`src/rtl/clkdiv_pkg.sv`:
```
`timescale 1ns/1ps
package clkdiv_pkg;

    typedef enum logic [1:0] {
        MD_RUN    = 2'd0,
        MD_SYNC   = 2'd1,
        MD_STATIC = 2'd2,
        MD_BYPASS = 2'd3
    } div_mode_e;

    // Priority: bypass over static override over sync over normal running.
    function automatic div_mode_e pick_mode(input logic byp, input logic nsy,
                                            input logic frc, input logic syn);
        div_mode_e m;
        if (byp)              m = MD_BYPASS;
        else if (nsy && frc)  m = MD_STATIC;
        else if (syn && !nsy) m = MD_SYNC;
        else                  m = MD_RUN;
        return m;
    endfunction

endpackage

```
`src/rtl/clkdiv_mode_dec.sv`:
```
`timescale 1ns/1ps
module clkdiv_mode_dec
    import clkdiv_pkg::*;
(
    input  logic      bypass_i,
    input  logic      nosync_i,
    input  logic      force_hi_i,
    input  logic      sync_i,
    output div_mode_e mode_o
);
    always_comb mode_o = pick_mode(bypass_i, nosync_i, force_hi_i, sync_i);
endmodule

```
`src/rtl/clkdiv_core.sv`:
```
`timescale 1ns/1ps
module clkdiv_core
    import clkdiv_pkg::*;
#(
    parameter int CW = 4
) (
    input  logic          clk_i,
    input  logic          rst_i,
    input  div_mode_e     mode_i,
    input  logic [CW-1:0] lo_i,
    input  logic [CW-1:0] hi_i,
    input  logic          start_hi_i,
    input  logic [CW-1:0] phase_i,
    output logic          lvl_o,
    output logic [CW-1:0] cnt_o,
    output logic [CW-1:0] len_o,
    output logic [CW-1:0] dly_o
);
    logic          lvl;
    logic [CW-1:0] cnt, dly, act_lo, act_hi, len_cur;

    assign len_cur = lvl ? act_hi : act_lo;

    always_ff @(posedge clk_i) begin
        if (rst_i) begin
            lvl    <= start_hi_i;
            cnt    <= '0;
            dly    <= '0;
            act_lo <= lo_i;
            act_hi <= hi_i;
        end else begin
            case (mode_i)
                MD_BYPASS: begin
                    // divider frozen
                end
                MD_STATIC, MD_SYNC: begin
                    lvl    <= start_hi_i;
                    cnt    <= '0;
                    dly    <= (mode_i == MD_SYNC) ? phase_i : '0;
                    act_lo <= lo_i;
                    act_hi <= hi_i;
                end
                default: begin
                    if (dly != '0) begin
                        dly <= dly - 1'b1;
                    end else if (cnt == len_cur) begin
                        lvl    <= ~lvl;
                        cnt    <= '0;
                        act_lo <= lo_i;
                        act_hi <= hi_i;
                    end else begin
                        cnt <= cnt + 1'b1;
                    end
                end
            endcase
        end
    end

    assign lvl_o = lvl;
    assign cnt_o = cnt;
    assign len_o = len_cur;
    assign dly_o = dly;
endmodule

```
`src/rtl/clkdiv_outsel.sv`:
```
`timescale 1ns/1ps
module clkdiv_outsel
    import clkdiv_pkg::*;
(
    input  logic      clk_i,
    input  div_mode_e mode_i,
    input  logic      lvl_i,
    output logic      div_o
);
    always_comb begin
        unique case (mode_i)
            MD_BYPASS: div_o = clk_i;
            MD_STATIC: div_o = 1'b1;
            default:   div_o = lvl_i;
        endcase
    end
endmodule

```
`src/rtl/clkdiv_hl.sv`:
```
`timescale 1ns/1ps
module clkdiv_hl
    import clkdiv_pkg::*;
#(
    parameter int CW = 4
) (
    input  logic          clk_i,
    input  logic          rst_i,
    input  logic          sync_i,
    input  logic [CW-1:0] lo_cnt_i,
    input  logic [CW-1:0] hi_cnt_i,
    input  logic          bypass_i,
    input  logic          nosync_i,
    input  logic          force_hi_i,
    input  logic          start_hi_i,
    input  logic [CW-1:0] phase_i,
    output logic          div_o
);
    div_mode_e     mode;
    logic          lvl;
    logic [CW-1:0] cnt, len_cur, dly;

    clkdiv_mode_dec u_dec (
        .bypass_i   (bypass_i),
        .nosync_i   (nosync_i),
        .force_hi_i (force_hi_i),
        .sync_i     (sync_i),
        .mode_o     (mode)
    );

    clkdiv_core #(.CW(CW)) u_core (
        .clk_i      (clk_i),
        .rst_i      (rst_i),
        .mode_i     (mode),
        .lo_i       (lo_cnt_i),
        .hi_i       (hi_cnt_i),
        .start_hi_i (start_hi_i),
        .phase_i    (phase_i),
        .lvl_o      (lvl),
        .cnt_o      (cnt),
        .len_o      (len_cur),
        .dly_o      (dly)
    );

    clkdiv_outsel u_out (
        .clk_i  (clk_i),
        .mode_i (mode),
        .lvl_i  (lvl),
        .div_o  (div_o)
    );
endmodule

```
`config.mk`:
```
export PLATFORM = sky130hd
export DESIGN_NAME = clkdiv_hl
export DESIGN_NICKNAME = d
export VERILOG_FILES = /design/src/rtl/clkdiv_pkg.sv /design/src/rtl/clkdiv_mode_dec.sv /design/src/rtl/clkdiv_core.sv /design/src/rtl/clkdiv_outsel.sv /design/src/rtl/clkdiv_hl.sv
export SDC_FILE = /design/constraint.sdc
export NUM_CORES = 1
export LEC_CHECK = 0
export CAP_MARGIN = 20
export CORE_MARGIN = 3
export CORE_UTILIZATION = 53
export CTS_CLUSTER_SIZE = 20
export DETAILED_ROUTE_END_ITERATION = 16
export GPL_TIMING_DRIVEN = 1
export PLACE_DENSITY = 0.82
export SLEW_MARGIN = 15
export SYNTH_ARGS = -nofsm -noshare
export SYNTH_HDL_FRONTEND = slang
export SYNTH_HIERARCHICAL = 1
export SYNTH_SLANG_ARGS = --single-unit
```
`constraint.sdc`:
```
create_clock -name clk_i -period 4.9 [get_ports clk_i]
set_clock_uncertainty 0.15 [all_clocks]
set_input_delay 0.49 -clock clk_i [delete_from_list [all_inputs] [get_ports clk_i]]
set_output_delay 0.49 -clock clk_i [all_outputs]
set_load 0.05 [all_outputs]
```
==> out/results.tsv, run 1 <==
metric	value	unit
# rows	14	
syn_nets	112	
synthesis-to-finish area growth	27.0	%
clock slew at reported path FFs	0.10	ns
distinct cell type count after synthesis	34	
crit start category	clock port	
largest net degree at the start of global routing	14	
syn avg cell area	10.8	sq um
vias in the first global route	738	
Core Region	1610	sq um
Layout Nets	137	
unrepaired setup endpoints after global routing	no	
layout cells sized above 1	0.150	
total leakage power	0.494	nW
fin worst setup slack	0.715	ns
GPL Wtd Cong	0.793	
die footprint	2360	sq um
Gate Count Post-Synth	89	
total grt overflow	0	
post-place setup slack	0.990	ns
worst path buffer plus inverter count	3	
Crit Path Category	clk -> out	
hold crit path type	reg -> reg	
crit path DAT	3.54	ns
DR WL/cell	14.0	microns
worst path cell trace	clkbuf_4 > clkbuf_4 > o22a_1 > clkdlybuf4s50_1	
CTS tree	built	
number of port buffers	19	
worst path required time	4.26	ns
ant diodes	0	
Post-CTS Hold Fix Bufs	0	
DRT Pass-1 Iters	4	
endpoint class of the critical path	primary output	
Max VDD drop	0.257	mV
initial antenna violation count	0	
die height	48.6	microns
sequential fraction of the synthesis area	0.447	
cell family with most CP delay	buffers and inverters	
number of vias per cell	5.47	
# IOs	20	
synthesized area	962	sq um
global-route wire length before repair	3290	microns
Yosys Warn Count	6	
status	finished, final reports clean	
crit-path most repeated cell	clkbuf_4	
DIE WIDTH	48.6	microns
crit path max-delay cell type	clkdlybuf4s50_1	
Yosys reg bits	17	
PD cells	352	nW/um^2
Slew headroom	0.589	
final setup violating endpoints	0	
Setup TNS Final	0	ns
Tot GR Track Use	0.202	
final antenna-violating net count	0	
Slew Limit Fails	0	
vias	749	
final count of hold timing violations	0	
DRC viols	0	
Post-CTS Setup Repair Bufs	0	
Max-cap violations	0	
most frequent cells in the layout	clkdlybuf4s50_1, edfxtp_1, dfxtp_1, nand2_1	
Routed WL	1920	microns
worst slew pin tran	0.608	ns
dpl hpwl	1390	microns
clock latency on the worst-skew pair	0.41	ns
most common cell after layout, fill and taps aside	clkdlybuf4s50_1	
CTS resizes	0	
starting density of the core	0.597	
Crit path largest cell delay	0.70	ns
crit path max fanout	2	
Detailed Route Iter0 Violations	24	
-- routing by layer --
layer,vias up,GRT usage,wire length [microns]
met5,-,0,0
met4,0,0.256,76
met3,6,0.0583,114
met2,32,0.267,913
met1,340,0.231,813
li1,371,-,-
-- state kept, by name, summed over array words and instances (netlist names) --
signal	cells
u_core/lvl_o	1
u_core/cnt_o	4
u_core/dly_o	4
u_core/act_hi	4
u_core/act_lo	4
-- cell usage after synthesis --
library cell  n  area, sq um
edfxtp_1      9          270
buf_2         1         5.00
a21o_2        1         8.76
o32ai_1       1         8.76
o41ai_1       1         8.76
mux2i_1       1         10.0
mux2_2        3         33.8
o22a_1        1         8.76
xor2_1        1         8.76
a21o_1        5         37.5
a311oi_1      1         8.76
nand2b_1      1         6.26
o21ai_0       4         20.0
nor3_1        1         5.00
nand2_1       7         26.3
or3b_2        1         8.76
and3b_1       2         17.5
clkbuf_1      1         3.75
inv_1         6         22.5
xnor2_1       1         8.76
nand3b_1      4         30.0
a21oi_1       5         25.0
nor3b_1       1         7.51
mux2_4        2         30.0
o41ai_4       1         27.5
xor2_2        2         32.5
nand3_1       1         5.00
a21oi_2       1         8.76
a211oi_1      1         7.51
nor2b_1       3         18.8
o22ai_1       2         12.5
dfxtp_1       8          160
ha_1          4         50.1
nor2_1        5         18.8
-- cells by family (layout without fill, tap and decap cells) --
logic type / after synthesis / after routing / share of synthesized area
AND/OR/NAND/NOR: 26 / 26 / 0.150
AO/OA/AOI/OAI: 24 / 24 / 0.190
flip-flops: 17 / 17 / 0.447
buffers and inverters: 8 / 32 / 0.0325
multiplexers: 6 / 6 / 0.0767
adder cells (fa/ha/maj): 4 / 4 / 0.0520
XOR/XNOR: 4 / 4 / 0.0520
-- power breakdown --
| group | internal (mW) | switching [mW] | total [mW] |
|---|---|---|---|
| clock network | 0.0673 | 0.0690 | 0.136 |
| logic | 0.0571 | 0.0547 | 0.112 |
| registers | 0.168 | 0.0138 | 0.182 |
| total | 0.293 | 0.138 | 0.430 |
-- cell type report --
type                       count  area (sq um)
clock buffer                   8          58.8
inverter                       6          22.5
timing repair buffer          18           180
multi-input combinational     64           500
sequential                    17           430
tap                           24          30.0
fill                         110           389
-- per-stage QoR --
step,util,power (mW),hold WS (ns),cell area (sq um),instances
6_report,0.759,0.430,0.381,1220,137
5_1_grt,0.759,0.461,0.418,1220,137
4_1_cts,0.759,0.437,0.375,1220,137
3_5_place_dp,0.728,0.319,0.359,1170,130
3_3_place_gp,0.728,0.315,0.351,1170,130
2_1_floorplan,-,0.281,0.322,962,89
-- final timing paths --
kind,start,end,slack [ns],cells after the start
worst min-delay path,u_core/dly_o[0],u_core/dly_o[0],0.38,1
worst max register to register,u_core/lvl_o,u_core/act_hi[3],2.34,4
worst min register to register,u_core/dly_o[0],u_core/dly_o[0],0.38,1
worst max-delay path,clk_i,div_o,0.72,4
-- worst register-to-register path, delay by kind of cell (launching register included) --
family	cells	cell delay, ns
DFF	1	0.52
muxes	1	0.35
xor gates and xnor gates	1	0.18
AOI/OAI and AO/OA	2	1.03
Note: power is estimated with default switching activity, not from simulation.
==> run 2: changes to the inputs <==
Settings changed: CORE_MARGIN 3 to 2, PLACE_DENSITY 0.82 to 0.79, SKIP_CTS_REPAIR_TIMING set to 1.
==> run 2 against run 1 <==
  * Worst setup slack improved by 0.0036 ns
  * Cell area increased by 0.10%
  * Sequential share of layout area about the same
  * Critical path depth unchanged
  * Non-clock buffer count unchanged
  * Sequential power about the same
  * Critical endpoint unchanged
  * Largest power group unchanged
  * Highest routed layer unchanged
==> out/results.tsv, run 2 (synthesis results as in run 1) <==
metric	value	unit
status	finished, final reports clean	
crit start category	clock port	
Tot GR Track Use	0.215	
Max-cap violations	0	
Routed WL	1850	microns
Crit Path Category	clk -> out	
DR WL/cell	13.4	microns
clock slew at reported path FFs	0.10	ns
vias	719	
Core Region	1710	sq um
GPL Wtd Cong	0.838	
global-route wire length before repair	3000	microns
die footprint	2170	sq um
total leakage power	0.494	nW
initial antenna violation count	0	
final setup violating endpoints	0	
placed cell area	1170	sq um
Final Cell Area	1220	sq um
Slew Limit Fails	0	
DRT Pass-1 Iters	4	
layout cells sized above 1	0.150	
largest net degree at the start of global routing	14	
worst slew pin tran	0.530	ns
fin worst setup slack	0.719	ns
Max VDD drop	0.433	mV
synthesis-to-finish area growth	27.2	%
post-place setup slack	0.990	ns
CTS tree	built	
hold crit path type	reg -> reg	
ant diodes	0	
PD cells	352	nW/um^2
clock share of power	0.322	
Power Total	0.431	mW
Int Pwr	0.293	mW
crit path DAT	3.54	ns
Multi-input gate area	500	sq um
worst path required time	4.26	ns
logic gate share of total power	0.256	
number of vias per cell	5.21	
DIE WIDTH	46.6	microns
most frequent cells in the layout	clkdlybuf4s50_1, edfxtp_1, dfxtp_1, nand2_1	
unrepaired setup endpoints after global routing	no	
met2 usage	0.317	
die height	46.6	microns
Setup TNS Final	0	ns
vias in the first global route	728	
grt met1 use	0.234	
final count of hold timing violations	0	
dpl hpwl	1340	microns
most common cell after layout, fill and taps aside	clkdlybuf4s50_1	
Sw Share	0.321	
Detailed Route Iter0 Violations	5	
total grt overflow	0	
starting density of the core	0.563	
Layout Nets	137	
clock latency on the worst-skew pair	0.41	ns
Slew headroom	0.642	
endpoint class of the critical path	primary output	
Net Sw Power	0.138	mW
final antenna-violating net count	0	
fin util	0.716	
# IOs	20	
DRC viols	0	
# rows	15	
number of port buffers	19	
Reg power frac	0.422	
# fillers	135	
met3 usage	0.0706	
grt peak-use layer	met2	
crit path max fanout	2	
register area	430	sq um
==> run 2: stage by stage <==
| step | hold WS (ns) | cells |
|---|---|---|
| 4_1_cts | 0.371 | 138 |
| 2_1_floorplan | 0.322 | 89 |
| 6_report | 0.378 | 138 |
| 3_3_place_gp | 0.345 | 131 |
| 3_5_place_dp | 0.357 | 131 |
| 5_1_grt | 0.401 | 138 |
==> run 2: area by class of cell <==
class / instances / area share
multi-input combinational: 64 / 0.409
sequential: 17 / 0.352
timing repair buffer: 18 / 0.147
clock buffer: 8 / 0.0481
tap: 25 / 0.0256
inverter: 6 / 0.0184
==> run 2: worst max-delay path: stages <==
cell	delay [ns]
clkbuf_4	0.11
clkbuf_4	0.12
o22a_1	0.16
clkdlybuf4s50_1	0.70
==> run 2: final timing paths <==
| kind | slack (ns) | from | cells after the start | endpoint |
|---|---|---|---|---|
| hold / removal | 0.38 | u_core/dly_o[0] | 1 | u_core/dly_o[0] |
| hold reg to reg | 0.38 | u_core/dly_o[0] | 1 | u_core/dly_o[0] |
| setup / recovery | 0.72 | clk_i | 4 | div_o |
| setup reg to reg | 2.37 | u_core/lvl_o | 4 | u_core/act_hi[3] |
==> run 2: power groups by stage <==
stage | sequential (mW) | clock [mW] | combinational (mW)
2_1_floorplan | 0.181 | 0.0167 | 0.0834
3_3_place_gp | 0.184 | 0.0228 | 0.107
3_5_place_dp | 0.185 | 0.0228 | 0.110
4_1_cts | 0.182 | 0.142 | 0.111
5_1_grt | 0.184 | 0.152 | 0.120
6_report | 0.182 | 0.139 | 0.110
==> run 2: layer usage <==
layer | routed length, microns | share of wire
met3 | 57 | 0.031
met2 | 884 | 0.48
met5 | 0 | 0
met4 | 43 | 0.023
met1 | 868 | 0.47
==> run 3: changes to the inputs <==
Settings changed: CAP_MARGIN 20 to unset, SETUP_SLACK_MARGIN set to 0.05.
==> results of run 3 <==
The final DEF is identical to that of run 2; final timing and power are the same.
